## src/rtl/dmaseq_pkg.sv

```systemverilog
package dmaseq_pkg;

   typedef enum logic [1:0] {
      XFER_VERIFY    = 2'b00,
      XFER_TO_MEM    = 2'b01,
      XFER_FROM_MEM  = 2'b10,
      XFER_RESERVED  = 2'b11
   } xfer_kind_e;

   localparam int unsigned LANES = 2;

   localparam logic [LANES-1:0] LANES_ALL  = 2'b11;
   localparam logic [LANES-1:0] LANE_EVEN  = 2'b01;
   localparam logic [LANES-1:0] LANE_ODD   = 2'b10;

endpackage

```

## src/rtl/dmaseq_addr_ctr.sv

```systemverilog
module dmaseq_addr_ctr #(
   parameter int unsigned W = 16
) (
   input  logic         clk_i,
   input  logic         rst_ni,
   input  logic         load_i,
   input  logic [W-1:0] load_val_i,
   input  logic         step_i,
   input  logic         reload_i,
   output logic [W-1:0] cur_o
);

   logic [W-1:0] base_q;
   logic [W-1:0] cur_q;
   logic [W-1:0] cur_inc;

   // the increment is W bits wide, so it drops any carry and never reaches the page
   assign cur_inc = cur_q + {{(W-1){1'b0}}, 1'b1};

   always_ff @(posedge clk_i or negedge rst_ni) begin
      if (!rst_ni) begin
         base_q <= '0;
         cur_q  <= '0;
      end else if (load_i) begin
         base_q <= load_val_i;
         cur_q  <= load_val_i;
      end else if (reload_i) begin
         cur_q  <= base_q;
      end else if (step_i) begin
         cur_q  <= cur_inc;
      end
   end

   assign cur_o = cur_q;

endmodule

```

## src/rtl/dmaseq_cnt_ctr.sv

```systemverilog
module dmaseq_cnt_ctr #(
   parameter int unsigned W = 16
) (
   input  logic         clk_i,
   input  logic         rst_ni,
   input  logic         load_i,
   input  logic [W-1:0] load_val_i,
   input  logic         step_i,
   input  logic         reload_i,
   output logic [W-1:0] cur_o,
   output logic         zero_o
);

   logic [W-1:0] base_q;
   logic [W-1:0] cur_q;
   logic [W-1:0] cur_dec;

   assign cur_dec = cur_q - {{(W-1){1'b0}}, 1'b1};

   always_ff @(posedge clk_i or negedge rst_ni) begin
      if (!rst_ni) begin
         base_q <= '0;
         cur_q  <= '0;
      end else if (load_i) begin
         base_q <= load_val_i;
         cur_q  <= load_val_i;
      end else if (reload_i) begin
         cur_q  <= base_q;
      end else if (step_i) begin
         cur_q  <= cur_dec;
      end
   end

   assign cur_o  = cur_q;
   assign zero_o = (cur_q == '0);

endmodule

```

## src/rtl/dmaseq_map.sv

```systemverilog
module dmaseq_map
   import dmaseq_pkg::*;
#(
   parameter int unsigned ADDR_W  = 16,
   parameter int unsigned PAGE_W  = 8,
   parameter bit          WORD_EN = 1'b1,
   localparam int unsigned PHYS_W = ADDR_W + PAGE_W
) (
   input  logic [ADDR_W-1:0] addr_i,
   input  logic [PAGE_W-1:0] page_i,
   input  logic              word_mode_i,
   output logic [PHYS_W-1:0] phys_o,
   output logic [LANES-1:0]  lanes_o
);

   logic [PHYS_W-1:0] byte_phys;
   logic [LANES-1:0]  byte_lanes;

   assign byte_phys  = {page_i, addr_i};
   assign byte_lanes = addr_i[0] ? LANE_ODD : LANE_EVEN;

   generate
      if (WORD_EN) begin : g_word
         logic [PHYS_W-1:0] word_phys;
         // the counter moves up one bit, the low page bit drops out
         assign word_phys = {page_i[PAGE_W-1:1], addr_i, 1'b0};
         assign phys_o  = word_mode_i ? word_phys : byte_phys;
         assign lanes_o = word_mode_i ? LANES_ALL : byte_lanes;
      end else begin : g_byte_only
         assign phys_o  = byte_phys;
         assign lanes_o = byte_lanes;
      end
   endgenerate

endmodule

```

## src/rtl/dmaseq_ctl.sv

```systemverilog
module dmaseq_ctl
   import dmaseq_pkg::*;
(
   input  logic       clk_i,
   input  logic       rst_ni,
   input  logic       advance_i,
   input  logic       cnt_zero_i,
   input  logic       auto_init_i,
   input  logic       mask_clr_i,
   input  logic [1:0] xfer_type_i,
   output logic       step_o,
   output logic       reload_o,
   output logic       tc_o,
   output logic       rd_o,
   output logic       wr_o,
   output logic       masked_o
);

   logic       mask_q;
   logic       accept;
   logic       tc;
   xfer_kind_e kind;

   assign kind     = xfer_kind_e'(xfer_type_i);
   assign accept   = advance_i & ~mask_q;
   assign tc       = accept & cnt_zero_i;
   assign reload_o = tc & auto_init_i;
   assign step_o   = accept & ~reload_o;
   assign tc_o     = tc;

   always_comb begin
      rd_o = 1'b0;
      wr_o = 1'b0;
      unique case (kind)
         XFER_TO_MEM:   wr_o = accept;
         XFER_FROM_MEM: rd_o = accept;
         default: begin
            rd_o = 1'b0;
            wr_o = 1'b0;
         end
      endcase
   end

   // terminal count without reload wins over a clear in the same cycle
   always_ff @(posedge clk_i or negedge rst_ni) begin
      if (!rst_ni) begin
         mask_q <= 1'b0;
      end else if (tc && !auto_init_i) begin
         mask_q <= 1'b1;
      end else if (mask_clr_i) begin
         mask_q <= 1'b0;
      end
   end

   assign masked_o = mask_q;

endmodule

```

## src/rtl/dmaseq_engine.sv

```systemverilog
module dmaseq_engine
   import dmaseq_pkg::*;
#(
   parameter int unsigned ADDR_W  = 16,
   parameter int unsigned CNT_W   = 16,
   parameter int unsigned PAGE_W  = 8,
   parameter bit          WORD_EN = 1'b1,
   localparam int unsigned PHYS_W = ADDR_W + PAGE_W
) (
   input  logic              clk_i,
   input  logic              rst_ni,
   input  logic              load_addr_i,
   input  logic [ADDR_W-1:0] addr_val_i,
   input  logic              load_cnt_i,
   input  logic [CNT_W-1:0]  cnt_val_i,
   input  logic              load_page_i,
   input  logic [PAGE_W-1:0] page_val_i,
   input  logic              word_mode_i,
   input  logic              auto_init_i,
   input  logic [1:0]        xfer_type_i,
   input  logic              mask_clr_i,
   input  logic              advance_i,
   output logic [PHYS_W-1:0] phys_addr_o,
   output logic [LANES-1:0]  byte_en_o,
   output logic [CNT_W-1:0]  cnt_o,
   output logic              tc_o,
   output logic              mem_rd_o,
   output logic              mem_wr_o,
   output logic              masked_o
);

   generate
      if (ADDR_W < 2) begin : g_bad_addr_w
         $error("dmaseq_engine: ADDR_W must be at least 2");
      end
      if (CNT_W < 1) begin : g_bad_cnt_w
         $error("dmaseq_engine: CNT_W must be at least 1");
      end
      if (PAGE_W < 2) begin : g_bad_page_w
         $error("dmaseq_engine: PAGE_W must be at least 2");
      end
   endgenerate

   logic [ADDR_W-1:0] addr_cur;
   logic [PAGE_W-1:0] page_q;
   logic              cnt_zero;
   logic              step;
   logic              reload;

   always_ff @(posedge clk_i or negedge rst_ni) begin
      if (!rst_ni) begin
         page_q <= '0;
      end else if (load_page_i) begin
         page_q <= page_val_i;
      end
   end

   dmaseq_ctl u_ctl (
      .clk_i       (clk_i),
      .rst_ni      (rst_ni),
      .advance_i   (advance_i),
      .cnt_zero_i  (cnt_zero),
      .auto_init_i (auto_init_i),
      .mask_clr_i  (mask_clr_i),
      .xfer_type_i (xfer_type_i),
      .step_o      (step),
      .reload_o    (reload),
      .tc_o        (tc_o),
      .rd_o        (mem_rd_o),
      .wr_o        (mem_wr_o),
      .masked_o    (masked_o)
   );

   dmaseq_addr_ctr #(.W(ADDR_W)) u_addr (
      .clk_i      (clk_i),
      .rst_ni     (rst_ni),
      .load_i     (load_addr_i),
      .load_val_i (addr_val_i),
      .step_i     (step),
      .reload_i   (reload),
      .cur_o      (addr_cur)
   );

   dmaseq_cnt_ctr #(.W(CNT_W)) u_cnt (
      .clk_i      (clk_i),
      .rst_ni     (rst_ni),
      .load_i     (load_cnt_i),
      .load_val_i (cnt_val_i),
      .step_i     (step),
      .reload_i   (reload),
      .cur_o      (cnt_o),
      .zero_o     (cnt_zero)
   );

   dmaseq_map #(
      .ADDR_W  (ADDR_W),
      .PAGE_W  (PAGE_W),
      .WORD_EN (WORD_EN)
   ) u_map (
      .addr_i      (addr_cur),
      .page_i      (page_q),
      .word_mode_i (word_mode_i),
      .phys_o      (phys_addr_o),
      .lanes_o     (byte_en_o)
   );

endmodule

```

## config.mk

```make
export PLATFORM = sky130hd
export DESIGN_NAME = dmaseq_engine
export DESIGN_NICKNAME = d
export VERILOG_FILES = /design/src/rtl/dmaseq_pkg.sv /design/src/rtl/dmaseq_addr_ctr.sv /design/src/rtl/dmaseq_cnt_ctr.sv /design/src/rtl/dmaseq_map.sv /design/src/rtl/dmaseq_ctl.sv /design/src/rtl/dmaseq_engine.sv
export SDC_FILE = /design/constraint.sdc
export NUM_CORES = 1
export LEC_CHECK = 0
export BUFFER_PORTS_ARGS = -buffer_cell sky130_fd_sc_hd__clkbuf_2
export CAP_MARGIN = 5
export CELL_PAD_IN_SITES_DETAIL_PLACEMENT = 2
export CELL_PAD_IN_SITES_GLOBAL_PLACEMENT = 2
export CORE_ASPECT_RATIO = 0.9
export CORE_MARGIN = 1.5
export CORE_UTILIZATION = 33
export DETAILED_ROUTE_END_ITERATION = 7
export PLACE_DENSITY_LB_ADDON = 0.1
export SYNTH_ARGS = -nofsm -noshare
export SYNTH_HDL_FRONTEND = slang
export SYNTH_SLANG_ARGS = --single-unit
```

## constraint.sdc

```tcl
create_clock -name clk_i -period 2.4 [get_ports clk_i]
set_input_delay 0.12 -clock clk_i [delete_from_list [all_inputs] [get_ports clk_i]]
set_output_delay 0.12 -clock clk_i [all_outputs]
set_load 0.05 [all_outputs]
```

=== Word level (Yosys, flattened, before mapping) ===
Cells that the tools add are included.

* Eq/ne operators: 2
* Add/sub/neg operators: 2
* Reduce and logical (&&, ||, !) cells: 6
* Mux-type cells: 13
* Magnitude comparators: 0
* Shift operators: 0
* Div/mod/pow operators: 0
* Bitwise logic cells: 6
* Multiply operators: 0

{| class="wikitable"
|+ Operators with widths
! operator !! number
|-
| $mux W16 || 6
|-
| $mux W17 || 1
|-
| $add A16 B1 Y16 const B || 1
|-
| $logic_not A16 Y1 || 1
|-
| $sub A16 B1 Y16 const B || 1
|-
| $reduce_bool A3 Y1 || 2
|-
| $and A1 B1 Y1 || 4
|-
| $mux W1 || 4
|-
| $mux W2 || 2
|-
| $eq A2 B1 Y1 const B || 1
|-
| $eq A2 B2 Y1 const B || 1
|-
| $not A1 Y1 || 2
|-
| $reduce_bool A2 Y1 || 1
|-
| $logic_and A1 B1 Y1 || 1
|-
| $logic_not A1 Y1 || 1
|}

* Latch bits: 0
* Bits in registers: 73
* RAM bits: 0
* Bits in read-only memories: 0
* Memories: 0
* Logic and storage cells: 35

=== Longest topological paths before layout ===
Gate-level depths: netlist of the first run.

* Depth after elaboration: 9
* Gate-level depth with buffers: 9
* Mapped depth without buffers: 7

=== Modules after synthesis ===
A second synthesis of the first run with hierarchy kept.

* Cells, all modules: 439
* Area total of the unflattened synthesis: 4,355.4 µm²

{| class="wikitable"
|+ By module, submodules not included
! module !! seq. area each (µm²) !! instances !! cells each !! area an instance (µm²)
|-
| dmaseq_cnt_ctr || 800.8 || 1 || 193 || 1,840.5
|-
| dmaseq_addr_ctr || 800.8 || 1 || 191 || 1,774.2
|-
| dmaseq_engine || 200.2 || 1 || 17 || 331.6
|-
| dmaseq_map || 0.0 || 1 || 28 || 311.5
|-
| dmaseq_ctl || 25.0 || 1 || 10 || 97.6
|}

=== Worst setup path before layout of the first run ===
No wires, ideal clock.

* Path type: register -> register
* Start: reg u_cnt.cur_q[4] (netlist: u_cnt.cur_o[4])
* End: reg u_ctl.mask_q (netlist: u_ctl.masked_o)
* Stages on the path, launching flop included: 6
* Arrival: 3,486 ps
* Library setup time: 75 ps
* Path slack: -1,162 ps
* Buffers on the path: 1
* Clock period less this slack: 3,562 ps
* Required time: 2,325 ps
* Cell sequence: dfrtp_1 > nor4_1 > nand4_1 > clkbuf_1 > nor4_1 > a22o_1

* Longest elaborated chain between the ends: 4
* Elaborated cells between the ends (all ways): 5
* Those cells by class: mux (1); bitwise (1); reduce/logical (3)

{| class="wikitable"
|+ RTL lines
! item !! RTL line !! text
|-
| start: declaration || dmaseq_cnt_ctr.sv:15 || <nowiki>logic [W-1:0] cur_q;</nowiki>
|-
| start signal: assignment || dmaseq_cnt_ctr.sv:26 || <nowiki>cur_q <= load_val_i;</nowiki>
|-
| start signal: assignment || dmaseq_cnt_ctr.sv:28 || <nowiki>cur_q <= base_q;</nowiki>
|-
| start signal: assignment || dmaseq_cnt_ctr.sv:30 || <nowiki>cur_q <= cur_dec;</nowiki>
|-
| $logic_not A16 Y1 (*) || dmaseq_cnt_ctr.sv:35 || <nowiki>assign zero_o = (cur_q == '0);</nowiki>
|-
| $and A1 B1 Y1 (*) || dmaseq_ctl.sv:26 || <nowiki>assign tc = accept & cnt_zero_i;</nowiki>
|-
| net tc_o || dmaseq_engine.sv:26 || <nowiki>output logic tc_o,</nowiki>
|-
| $logic_and A1 B1 Y1 (*) || dmaseq_ctl.sv:48 || <nowiki>end else if (tc && !auto_init_i) begin</nowiki>
|-
| $mux W1 or $reduce_bool A2 Y1 (tied branches) || -- ||
|-
| end signal: assignment || dmaseq_ctl.sv:47 || <nowiki>mask_q <= 1'b0;</nowiki>
|-
| end signal: assignment || dmaseq_ctl.sv:49 || <nowiki>mask_q <= 1'b1;</nowiki>
|-
| end signal: assignment || dmaseq_ctl.sv:51 || <nowiki>mask_q <= 1'b0;</nowiki>
|-
| end: declaration || dmaseq_ctl.sv:19 || <nowiki>logic mask_q;</nowiki>
|}

The timed path passes the listed nets; every way through them passes the cells marked *.
A chain may end at the register's enable or synchronous reset.

=== Final worst setup path of the first run ===
* Start: reg u_cnt.cur_q[14] (netlist: u_cnt.cur_o[14])
* End: reg u_addr.cur_q[5] (netlist: u_addr.cur_o[5])

* Longest elaborated chain between the ends: 6
* Elaborated cells between the ends (all ways): 8
* Those cells by class: mux (2); bitwise (4); reduce/logical (2)

{| class="wikitable"
|+ RTL lines
! item !! RTL line !! text
|-
| $logic_not A16 Y1 (*) || dmaseq_cnt_ctr.sv:35 ||
|-
| $and A1 B1 Y1 (*) || dmaseq_ctl.sv:26 ||
|-
| $and A1 B1 Y1 (*) || dmaseq_ctl.sv:27 || <nowiki>assign reload_o = tc & auto_init_i;</nowiki>
|-
| $not A1 Y1 || dmaseq_ctl.sv:28 || <nowiki>assign step_o = accept & ~reload_o;</nowiki>
|-
| $and A1 B1 Y1 || dmaseq_ctl.sv:28 ||
|-
| $reduce_bool A3 Y1 (no line) || -- ||
|-
| end signal: assignment || dmaseq_addr_ctr.sv:26 || <nowiki>cur_q <= load_val_i;</nowiki>
|-
| end signal: assignment || dmaseq_addr_ctr.sv:28 || <nowiki>cur_q <= base_q;</nowiki>
|-
| end signal: assignment || dmaseq_addr_ctr.sv:30 || <nowiki>cur_q <= cur_inc;</nowiki>
|-
| end: declaration || dmaseq_addr_ctr.sv:14 || <nowiki>logic [W-1:0] cur_q;</nowiki>
|}

Mark *: on every way between the ends. The rest lies on a longest branch, timed or not.

==> results of run 1 <==
metal layers:
metal | vias to the layer above | share of wire [%] | global-route usage (%) | wire length (um)
met3 | 10 | 3.7 | 3.65 | 462
met4 | 0 | 1.1 | 6.63 | 144
met5 | - | 0 | 0 | 0
li1 | 1672 | - | - | -
met1 | 1797 | 48 | 27.5 | 5990
met2 | 72 | 47 | 33.9 | 5960
kinds of logic (layout without fill, tap and decap cells):
group / Yosys count / in the layout / synth area share (%)
compound gates: 114 / 114 / 18.0
simple gates: 108 / 108 / 13.1
flops: 73 / 73 / 45.3
buf+inv: 64 / 164 / 7.24
mux: 36 / 36 / 10.0
xor+xnor: 26 / 26 / 5.65
fa+ha+maj: 2 / 2 / 0.621
cell usage in the layout (no fill, tap or decap), types with 6 or more instances in the layout:
cell and n:
a21oi_1 12, a22oi_1 7, a31oi_1 11, buf_4 20, clkbuf_16 9, clkbuf_2 94, dfrtp_1 68, inv_1 29
mux2_2 35, nand2_1 31, nand3_1 13, nand4_1 6, nor2_1 27, o21ai_0 58, o31ai_2 7, xnor2_1 13
xor2_1 13
where the power goes:
part / switching (mW) / internal [mW]
clock network: 0.527 / 0.715
registers: 0.151 / 1.36
logic: 0.620 / 0.308
metrics by stage:
stage          utilization (%)  setup WS [ns]  setup TNS (ns)
6_report                  42.3         0.0707               0
3_5_place_dp              39.5          0.112               0
2_1_floorplan                -       -0.00317         -0.0123
4_1_cts                   42.1         0.0510               0
5_1_grt                   42.3        -0.0331         -0.0892
3_3_place_gp              39.5          0.222               0
cell type report:
type	count	area (um^2)
multi-input combinational	286	1960
timing repair buffer	120	706
clock inverter	4	20.0
tap	160	200
fill	1368	6910
inverter	29	109
sequential	73	1830
clock buffer	11	243
path summary, 6_finish.rpt:
path | to | slack, ns | cells past startpoint
setup / recovery | u_addr.cur_o[5] | 0.07 | 6
min in group asynchronous | u_cnt.base_q[7] | 0.38 | 2
max in group asynchronous | u_cnt.cur_o[1] | 1.40 | 3
hold / removal | u_addr.base_q[12] | 0.01 | 3
hold reg to reg | u_cnt.base_q[3] | 0.50 | 1
setup reg to reg | u_addr.cur_o[5] | 0.07 | 6
what timing repair did:
action                     CTS  global route
hold buffers                 2             0
hold endpoints to repair    50             0
pin swaps                    1             1
setup endpoints to repair    1             1
buffers inserted             2             3
gates resized for setup      3             3
worst reg2reg max path, delay by kind of cell, from the launching register on:
kind	cells	cell delay [ns]
AND/OR/NAND/NOR	3	1.24
flip-flops	1	0.43
AO/OA/AOI/OAI	2	0.31
buffers and inverters	1	0.20
registers in the layout, summed over array words and instances (netlist names):
signal and count:
u_addr.base_q 16, u_addr.cur_o 16, u_cnt.base_q 16, u_cnt.cur_o 16, page_q 8, u_ctl.masked_o 1
==> summary.md, run 1 <==
| Metric | Value |
|---|---|
| Global route overflow | `0` |
| Worst r2r src | `u_cnt.cur_o[14]` |
| Die area | `12900 um^2` |
| Placed Cells | `661` |
| Vias in the first global route | `3765` |
| CP Max Fanout | `34` |
| CTS tree | `built` |
| Fmax | `429 MHz` |
| Cell Area, Synth | `4030 um^2` |
| Largest stage delay, worst path | `0.53 ns` |
| Finished Layout Cells | `683` |
| Crit. End Element | `flip-flop` |
| Rel. slew slack | `52.7%` |
| Final period utilization | `97.1%` |
| Core area | `12000 um^2` |
| Leak pwr | `2.28 nW` |
| Synth Flop Type | `dfrtp_1` |
| Synthesized flop and latch total | `73` |
| First-pass GRT wire length | `20.3 mm` |
| Tot Pwr | `3.68 mW` |
| Clock transition at the registers of the reported paths | `0.06 ns` |
| Routed Antenna Nets | `0` |
| Worst Setup SP | `u_cnt.cur_o[14]` |
| WL/cell | `18.4 um` |
| Drt initial violations | `95` |
| Initial antenna violation count | `0` |
| Critical path buffers and inverters | `1` |
| Setup-failing EPs final | `0` |
| Pin count of the biggest net entering global routing | `51` |
| TritonCTS Sinks | `73` |
| Boundary Pins | `97` |
| Ant diodes | `0` |
| Synth top area cells | `dfrtp_1 45%, mux2_2 9.8%, o21ai_0 7.2%` |
| Vias per cell | `5.20` |
| Placed wire-length estimate | `8.83 mm` |
| Post-synth net total | `476` |
| Starting density of the core | `33.6%` |
| Clk buf depth | `2` |
| Via count | `3551` |
| CTS Root Cell | `clkbuf_16` |
| Post-synth EDFFs | `0` |
| Async set or reset register ratio after synthesis | `100%` |
| Layout cell share with drive strength beyond 1 | `36.1%` |
| Drt first pass iters | `4` |
| Post-DP Area | `4730 um^2` |
| CTS buffer count | `9` |
| Arrival time worst endpoint | `2.51 ns` |
| Final min period | `2.33 ns` |
| Final slew viol count | `0` |
| Die width | `119 um` |
| Synth Instances | `423` |
| Avg Inst Size Synth | `9.52 um^2` |
| Final instance area | `5070 um^2` |
| Crit path max-delay family | `simple AND/OR/NAND/NOR gates` |
| Max cap viols | `0` |
| Synth top cells by count | `73 x dfrtp_1, 58 x o21ai_0, 35 x mux2_2, 31 x nand2_1, 29 x inv_1` |
| Synth area leader | `dfrtp_1` |
| Synth-to-Final Area Change | `25.9%` |
| Yosys cell types | `48` |
| Worst-skew pair later-pin latency | `0.34 ns` |
| Register area share after synthesis | `45.3%` |
| Required @ worst endpoint | `2.58 ns` |
| Syn. warnings | `0` |
| Worst min path class | `input pin to flip-flop` |
| Port bufs | `96` |
| Cell Pwr Density | `726 nW/um^2` |
| Total track usage | `20.6%` |
| Die Ht | `108 um` |
| Worst vdd ir | `0.000273 V` |
| Measured slew at the worst slew-check pin | `0.709 ns` |
| Fin. Hold Viols | `0` |
| Critical path class | `flip-flop to flip-flop` |
| Top-count cell post-synth | `dfrtp_1` |
| Final wirelength | `12.6 mm` |
| Worst-path cell chain | `or3_4 -> or4_1 -> or2_1 -> buf_12 -> o31ai_1 -> a31oi_1` |
| Gp weighted congestion | `0.763` |
| Row cnt | `38` |
| H-Tree Depth | `3` |
| DRC | `0` |
| Post-layout net count | `572` |
| Outcome | `finished, final reports clean` |
| WHS | `0.0117 ns` |
| Hold_sp | `addr_val_i[12]` |
| Clock skew | `0.00654 ns` |
| Top-area cell type share of the netlist area | `45.3%` |
| Startpoint Class | `flip-flop` |
| Slowest CP cell | `or4_1` |
Power figures use the tool's default switching activity.
==> run 2, diff against run 1 <==
--- a/config.mk
+++ b/config.mk
@@ -14,6 +14,7 @@
 export CORE_UTILIZATION = 33
 export DETAILED_ROUTE_END_ITERATION = 7
 export PLACE_DENSITY_LB_ADDON = 0.1
+export SETUP_SLACK_MARGIN = 0.3
 export SYNTH_ARGS = -nofsm -noshare
 export SYNTH_HDL_FRONTEND = slang
 export SYNTH_SLANG_ARGS = --single-unit
==> run 2 against run 1 <==
  * Critical path depth is the same
  * Die area unchanged
  * Register-to-register slack improved by 0.03 ns
  * Cell count increased by 3.4%
  * Power rose by 16%
  * Combinational power up 21%
  * Flip-flop and latch count unchanged
  * Final area is 14% higher
  * Sequential share of layout area shrank 4.4 points
  * Via count rose by 5.8%
  * Clock skew shrank 0.0010 ns
  * Global-route usage up 2.5 points
  * Critical endpoint is now u_addr.cur_o[6]
  * Largest cell class unchanged
==> summary.md, run 2 (same netlist as run 1, synthesis figures left out) <==
| Metric | Value |
|---|---|
| Outcome | `finished, final reports clean (unchanged)` |
| H-Tree Depth | `3 (unchanged)` |
| Placed Cells | `662 (was 661)` |
| Worst vdd ir | `0.000547 V (was 0.000273 V)` |
| Combinational share of power | `26.2% (was 25.2%)` |
| Setup-failing EPs final | `0 (unchanged)` |
| Fin. Hold Viols | `0 (unchanged)` |
| CP Max Fanout | `8 (was 34)` |
| Worst min path class | `input pin to flip-flop (unchanged)` |
| Synth-to-Final Area Change | `43.4% (was 25.9%)` |
| Final period utilization | `95.7% (was 97.1%)` |
| Die Ht | `108 um (unchanged)` |
| CTS tree | `built (unchanged)` |
| Max cap viols | `0 (unchanged)` |
| Slowest CP cell | `or4_4 (was or4_1)` |
| Drt first pass iters | `4 (unchanged)` |
| Pin count of the biggest net entering global routing | `49 (was 51)` |
| Core area | `12000 um^2 (unchanged)` |
| Vias per cell | `5.32 (was 5.20)` |
| Row cnt | `38 (unchanged)` |
| Routed Antenna Nets | `0 (unchanged)` |
| Critical path buffers and inverters | `2 (was 1)` |
| Largest stage delay, worst path | `0.46 ns (was 0.53 ns)` |
| Clk pwr share | `38.0% (was 33.8%)` |
| Clock transition at the registers of the reported paths | `0.06 ns (about the same)` |
| Port bufs | `96 (unchanged)` |
| Worst-skew pair later-pin latency | `0.35 ns (was 0.34 ns)` |
| Fmax | `435 MHz (was 429 MHz)` |
| Crit path max-delay family | `simple AND/OR/NAND/NOR gates (unchanged)` |
| Cell Pwr Density | `740 nW/um^2 (was 726 nW/um^2)` |
| Commonest cells after routing, fill and taps aside | `94 x clkbuf_2, 66 x dfrtp_1, 41 x o21ai_0 (was 94 x clkbuf_2, 68 x dfrtp_1, 58 x o21ai_0)` |
| Layout cell share with drive strength beyond 1 | `46.9% (was 36.1%)` |
| Initial antenna violation count | `0 (unchanged)` |
| Internal | `2.80 mW (was 2.38 mW)` |
| Die area | `12900 um^2 (unchanged)` |
| Total track usage | `23.1% (was 20.6%)` |
| TritonCTS Sinks | `73 (unchanged)` |
| Arrival time worst endpoint | `2.53 ns (was 2.51 ns)` |
| Hold path depth | `3 (unchanged)` |
| Critical path class | `flip-flop to flip-flop (unchanged)` |
| First-pass GRT wire length | `22.3 mm (was 20.3 mm)` |
| Drt initial violations | `149 (was 95)` |
| Starting density of the core | `33.6% (unchanged)` |
| Gp weighted congestion | `0.796 (was 0.763)` |
| Worst-path cell chain | `or3_4 -> or4_4 -> or2_4 -> buf_4 -> buf_16 -> a31oi_1 (was or3_4 -> or4_1 -> or2_1 -> buf_12 -> o31ai_1 -> a31oi_1)` |
| Clk buf depth | `2 (unchanged)` |
| Measured slew at the worst slew-check pin | `0.850 ns (was 0.709 ns)` |
| Rel. slew slack | `43.1% (was 52.7%)` |
| Final wirelength | `15.6 mm (was 12.6 mm)` |
| Final setup TNS | `0 ns (unchanged)` |
| Global route overflow | `0 (unchanged)` |
| CTS Root Cell | `clkbuf_16 (unchanged)` |
| RSZ-0062 raised after global routing | `yes` |
| Startpoint Class | `flip-flop (unchanged)` |
| Ant diodes | `0 (unchanged)` |
| Die width | `119 um (unchanged)` |
| DRC | `0 (unchanged)` |
| Post-layout net count | `594 (was 572)` |
| Crit. End Element | `flip-flop (unchanged)` |
| Placed wire-length estimate | `9.20 mm (was 8.83 mm)` |
| Finished Layout Cells | `706 (was 683)` |
| Final Util | `48.2% (was 42.3%)` |
| Worst reg2reg setup slack | `0.10 ns (was 0.07 ns)` |
| Final min period | `2.30 ns (was 2.33 ns)` |
| Worst reg2reg path depth | `6 (unchanged)` |
| Leak pwr | `2.51 nW (was 2.28 nW)` |
| Via count | `3758 (was 3551)` |
| # fillers | `1285 (was 1368)` |
| WP depth | `6 (unchanged)` |
| WL/cell | `22.1 um (was 18.4 um)` |
| Most common cell after layout, fill and taps aside | `clkbuf_2 (unchanged)` |
| CTS buffer count | `9 (unchanged)` |
| Boundary Pins | `97 (unchanged)` |
| Net Switching | `1.48 mW (was 1.30 mW)` |
| Final slew viol count | `0 (unchanged)` |
| Required @ worst endpoint | `2.63 ns (was 2.58 ns)` |
| Vias in the first global route | `3921 (was 3765)` |
| Clock skew | `0.00554 ns (was 0.00654 ns)` |
| Switching share of power | `34.5% (was 35.3%)` |
| Sequential share of power | `35.8% (was 41.0%)` |
==> run 2: per-stage QoR <==
step | hold WS [ns] | power (mW) | instance area, um^2 | setup slack (ns)
after floorplan | -0.176 | 2.17 | 4080 | -0.00317
after global placement | 0.176 | 2.43 | 4730 | 0.169
after detailed placement | 0.178 | 2.47 | 4730 | 0.0740
after CTS | 0.00396 | 4.15 | 5340 | 0.192
after global routing | 0.00861 | 4.45 | 5780 | 0.0566
final | 0.00895 | 4.28 | 5780 | 0.102
==> run 2: power by group through the flow <==
stage	Combinational (mW)	Clock (mW)	Sequential (mW)
after floorplan	0.577	0	1.59
after global placement	0.912	0	1.52
after detailed placement	0.941	0	1.53
after CTS	0.991	1.64	1.51
after global routing	1.20	1.70	1.55
final	1.12	1.62	1.53
==> run 2: layout make-up <==
| class | count | area, um^2 | area share, % |
|---|---|---|---|
| Inverter | 29 | 109 | 1.88 |
| Multi-Input combinational cell | 286 | 2320 | 40.1 |
| Clock buffer | 10 | 239 | 4.14 |
| Tap cell | 160 | 200 | 3.46 |
| Timing Repair Buffer | 142 | 965 | 16.7 |
| Clock inverter | 6 | 114 | 1.97 |
| Sequential cell | 73 | 1840 | 31.8 |
==> run 2: final timing paths <==
path | startpoint | to
worst min register to register | page_q[2] | page_q[2]
worst min-delay path | cnt_val_i[0] | u_cnt.cur_o[0]
worst max-delay path | u_cnt.cur_o[14] | u_addr.cur_o[6]
max in group asynchronous | rst_ni | u_addr.base_q[13]
min in group asynchronous | rst_ni | u_cnt.cur_o[9]
worst max register to register | u_cnt.cur_o[14] | u_addr.cur_o[6]
==> run 2: worst min-delay path: cells and delay by family <==
family | cells | cell delay, ns
buffers and inverters | 1 | 0.07
and+or+nand+nor | 1 | 0.05
AOI/OAI and AO/OA | 1 | 0.07
==> run 2: timing repair <==
| item | in CTS | in global routing |
|---|---|---|
| setup buffers | 7 | 14 |
| resized for setup | 28 | 64 |
| hold endpoints to repair | 42 | 0 |
| pin swaps | 3 | 18 |
| endpoints found under the setup margin | 33 | 33 |
| cloned | 3 | 2 |
| hold buffers | 2 | 0 |
==> run 2: metal layers <==
layer | wire (um) | track usage [%] | up-vias
met5 | 0 | 0 | -
met4 | 238 | 4.68 | 0
met3 | 567 | 5.67 | 18
met2 | 7900 | 39.3 | 87
met1 | 6930 | 29.9 | 1928
li1 | - | - | 1725
==> run 3, diff against run 2 <==
--- a/config.mk
+++ b/config.mk
@@ -5,13 +5,14 @@
 export SDC_FILE = /design/constraint.sdc
 export NUM_CORES = 1
 export LEC_CHECK = 0
+export ABC_AREA = 1
 export BUFFER_PORTS_ARGS = -buffer_cell sky130_fd_sc_hd__clkbuf_2
 export CAP_MARGIN = 5
 export CELL_PAD_IN_SITES_DETAIL_PLACEMENT = 2
 export CELL_PAD_IN_SITES_GLOBAL_PLACEMENT = 2
 export CORE_ASPECT_RATIO = 0.9
 export CORE_MARGIN = 1.5
-export CORE_UTILIZATION = 33
+export CORE_UTILIZATION = 30
 export DETAILED_ROUTE_END_ITERATION = 7
 export PLACE_DENSITY_LB_ADDON = 0.1
 export SETUP_SLACK_MARGIN = 0.3
==> run 3 against run 2 <==
  * Maximum frequency up 10%
  * Final area shrank 4.8%
  * Critical endpoint is now tc_o
  * Setup slack improved by 0.22 ns
  * Combinational power grew 5%
  * Worst hold slack worse by 0.0024 ns
  * Register-to-register slack better by 0.32 ns
==> summary.md, run 3 <==
| Metric | Value |
|---|---|
| Synth top area cells | `dfrtp_1 42%, nand2_1 14%, nor2_1 7.9% (was dfrtp_1 45%, mux2_2 9.8%, o21ai_0 7.2%)` |
| Register area share after synthesis | `41.5% (was 45.3%)` |
| Die area | `15400 um^2 (was 12900 um^2)` |
| Drt initial violations | `142 (was 149)` |
| Required @ worst endpoint | `2.28 ns (was 2.63 ns)` |
| Worst reg2reg setup slack | `0.42 ns (was 0.10 ns)` |
| Gp weighted congestion | `0.805 (was 0.796)` |
| Fin. Hold Viols | `0 (unchanged)` |
| Max cap viols | `0 (unchanged)` |
| Top-count cell post-synth | `nand2_1 (was dfrtp_1)` |
| Mux share of post-synthesis cell area | `1.79% (was 10.0%)` |
| Setup-failing EPs final | `0 (unchanged)` |
| First-pass GRT wire length | `26.2 mm (was 22.3 mm)` |
| Worst min path class | `input pin to flip-flop (unchanged)` |
| Fmax | `481 MHz (was 435 MHz)` |
| Synth area leader | `dfrtp_1 (unchanged)` |
| Routed Antenna Nets | `0 (unchanged)` |
| Hold path depth | `3 (unchanged)` |
| Post-synth net total | `671 (was 476)` |
| DRC | `0 (unchanged)` |
| H-Tree Depth | `3 (unchanged)` |
| WL/cell | `17.7 um (was 22.1 um)` |
| Final WS setup | `0.320 ns (was 0.102 ns)` |
| Main combinational cell family by area after synthesis | `simple AND/OR/NAND/NOR gates (was compound AO/OA/AOI/OAI gates)` |
| Final wirelength | `16.1 mm (was 15.6 mm)` |
| Syn. warnings | `0 (unchanged)` |
| Drt first pass iters | `4 (unchanged)` |
| Layout cell share with drive strength beyond 1 | `21.6% (was 46.9%)` |
| Global route overflow | `0 (unchanged)` |
| Starting density of the core | `31.1% (was 33.6%)` |
| Clock transition at the registers of the reported paths | `0.06 ns (about the same)` |
| Outcome | `finished, final reports clean (unchanged)` |
| Reg-to-Reg End | `u_cnt.cur_o[14] (was u_addr.cur_o[6])` |
| Clock skew | `0.00874 ns (was 0.00554 ns)` |
| Initial antenna violation count | `0 (unchanged)` |
| Synth Area in Adders | `0.569% (was 0.621%)` |
| Core area | `14200 um^2 (was 12000 um^2)` |
| Top-area cell type share of the netlist area | `41.5% (was 45.3%)` |
| Avg Inst Size Synth | `7.11 um^2 (was 9.52 um^2)` |
| Async set or reset register ratio after synthesis | `100% (unchanged)` |
| Endpoint, Worst Hold | `u_cnt.base_q[11] (was u_cnt.cur_o[0])` |
| CTS Root Cell | `clkbuf_16 (unchanged)` |
| Die Ht | `118 um (was 108 um)` |
| Vias per cell | `4.98 (was 5.32)` |
| Post-layout net count | `769 (was 594)` |
| Post-synth EDFFs | `0 (unchanged)` |
| Row cnt | `41 (was 38)` |
| Tot Pwr | `4.11 mW (was 4.28 mW)` |
| RSZ-0062 raised after global routing | `yes (unchanged)` |
| Commonest cells after routing, fill and taps aside | `159 x nand2_1, 94 x clkbuf_2, 91 x nor2_1 (was 94 x clkbuf_2, 66 x dfrtp_1, 41 x o21ai_0)` |
| Ant diodes | `0 (unchanged)` |
| Synthesized flop and latch total | `73 (unchanged)` |
| CTS tree | `built (unchanged)` |
| Hold_sp | `cnt_val_i[11] (was cnt_val_i[0])` |
| Boundary Pins | `97 (unchanged)` |
| Most common cell after layout, fill and taps aside | `nand2_1 (was clkbuf_2)` |
| CP Max Fanout | `5 (was 8)` |
| Leak pwr | `2.82 nW (was 2.51 nW)` |
| Synth top cells by count | `161 x nand2_1, 93 x nor2_1, 73 x dfrtp_1, 65 x nand3_1, 53 x inv_1 (was 73 x dfrtp_1, 58 x o21ai_0, 35 x mux2_2, 31 x nand2_1, 29 x inv_1)` |
| Pin count of the biggest net entering global routing | `42 (was 49)` |
| Vias in the first global route | `4960 (was 3921)` |
| Final slew viol count | `0 (unchanged)` |
| Worst reg2reg path depth | `9 (was 6)` |
| Startpoint Class | `flip-flop (unchanged)` |
| Post-place setup slack | `0.0510 ns (was 0.0740 ns)` |
| Synth-to-Final Area Change | `25.2% (was 43.4%)` |
| Final min period | `2.08 ns (was 2.30 ns)` |
| Synth Flop Type | `dfrtp_1 (unchanged)` |
| Critical path class | `flip-flop to output pin (was flip-flop to flip-flop)` |
| CTS buffer count | `9 (unchanged)` |
| Measured slew at the worst slew-check pin | `0.562 ns (was 0.850 ns)` |
| Final period utilization | `86.7% (was 95.7%)` |
| Placed wire-length estimate | `11.6 mm (was 9.20 mm)` |
| Synth Instances | `618 (was 423)` |
| Die width | `131 um (was 119 um)` |
| Worst vdd ir | `0.000551 V (was 0.000547 V)` |
| Simple logic cell fraction of the synthesized area | `34.1% (was 13.1%)` |
| Via count | `4549 (was 3758)` |
| TritonCTS Sinks | `73 (unchanged)` |
| Cell Pwr Density | `746 nW/um^2 (was 740 nW/um^2)` |
| Worst-skew pair later-pin latency | `0.34 ns (was 0.35 ns)` |
| XOR/XNOR Fraction of Synth Area | `3.19% (was 5.65%)` |
| Final setup TNS | `0 ns (unchanged)` |
| Clk buf depth | `2 (unchanged)` |
| Synth Area in Compound Gates | `9.70% (was 18.0%)` |
| Cell Area, Synth | `4400 um^2 (was 4030 um^2)` |
| Total track usage | `21.9% (was 23.1%)` |
| Crit. End Element | `output pin (was flip-flop)` |
| Rel. slew slack | `62.5% (was 43.1%)` |
| Yosys cell types | `33 (was 48)` |
| Port bufs | `96 (unchanged)` |
| Arrival time worst endpoint | `1.96 ns (was 2.53 ns)` |
| Worst r2r src | `u_cnt.cur_o[0] (was u_cnt.cur_o[14])` |
## run 3: cell types whose count changed after synthesis, moves of 11 or more
| cell | previous run | this run |
|---|---|---|
| a31oi_1 | 11 | 0 |
| a21oi_1 | 12 | 48 |
| nand2_1 | 31 | 161 |
| mux2_2 | 35 | 7 |
| o21ai_0 | 58 | 34 |
| nand3_1 | 13 | 65 |
| inv_1 | 29 | 53 |
| nor2_1 | 27 | 93 |
## run 3: final cells by class
| cell class | instances | area (um^2) |
|---|---|---|
| fillers | 1740 | 8660 |
| multi-input cells | 455 | 2230 |
| flip-flops and latches | 73 | 1830 |
| repair buffers | 119 | 689 |
| clock buffers | 12 | 246 |
| well taps | 193 | 241 |
| inverters | 58 | 219 |
| clock inverters | 4 | 52.6 |
## run 3: where the power goes
part	internal, mW	switching [mW]	total, mW
registers	1.37	0.180	1.55
clock network	0.836	0.534	1.37
logic	0.332	0.852	1.18
## run 3: worst max path at each step
stage / from / end / cells past startpoint
after floorplan: u_ctl.masked_o / mem_rd_o / 3
after global placement: u_ctl.masked_o / u_cnt.cur_o[12] / 6
after detailed placement: u_ctl.masked_o / u_cnt.cur_o[5] / 6
after CTS: u_cnt.cur_o[0] / tc_o / 7
after global routing: u_cnt.cur_o[0] / tc_o / 7
final: u_cnt.cur_o[0] / tc_o / 7
## run 3: cell families after synthesis
family	after synthesis
and+or+nand+nor	345
buffers and inverters	91
AOI/OAI and AO/OA	84
DFF	73
xor gates and xnor gates	16
muxes	7
adders and majority gates	2
## run 3: repair_timing
action	CTS	global route
buffers inserted	0	4
cloned	0	1
endpoints found under the hold margin	44	0
hold buffers	6	0
endpoints found under the setup margin	27	33
gates resized for setup	3	10
pin swaps	0	3
## run 3: per-stage QoR
| stage | cells | utilization, % | cell area [um^2] | hold slack [ns] |
|---|---|---|---|---|
| final | 914 | 38.9 | 5500 | 0.00652 |
| after global routing | 914 | 38.9 | 5500 | 0.0125 |
| after CTS | 909 | 38.3 | 5420 | 0.0000391 |
| after detailed placement | 887 | 35.7 | 5050 | 0.150 |
| after global placement | 887 | 35.7 | 5050 | 0.148 |
| after floorplan | 618 | - | 4410 | -0.176 |
## run 3: layer usage
layer	track usage (%)	wire, um
met2	35.0	7410
met1	30.8	8070
met4	5.01	149
met5	0	0
met3	3.73	527
## run 3: critical path, cell delays in order (launching register included)
cell and delay, ns:
dfrtp_1 0.43, inv_1 0.10, ha_1 0.23, nand2_4 0.12
nor2_4 0.16, nand2_1 0.15, nor4_4 0.21, buf_6 0.20
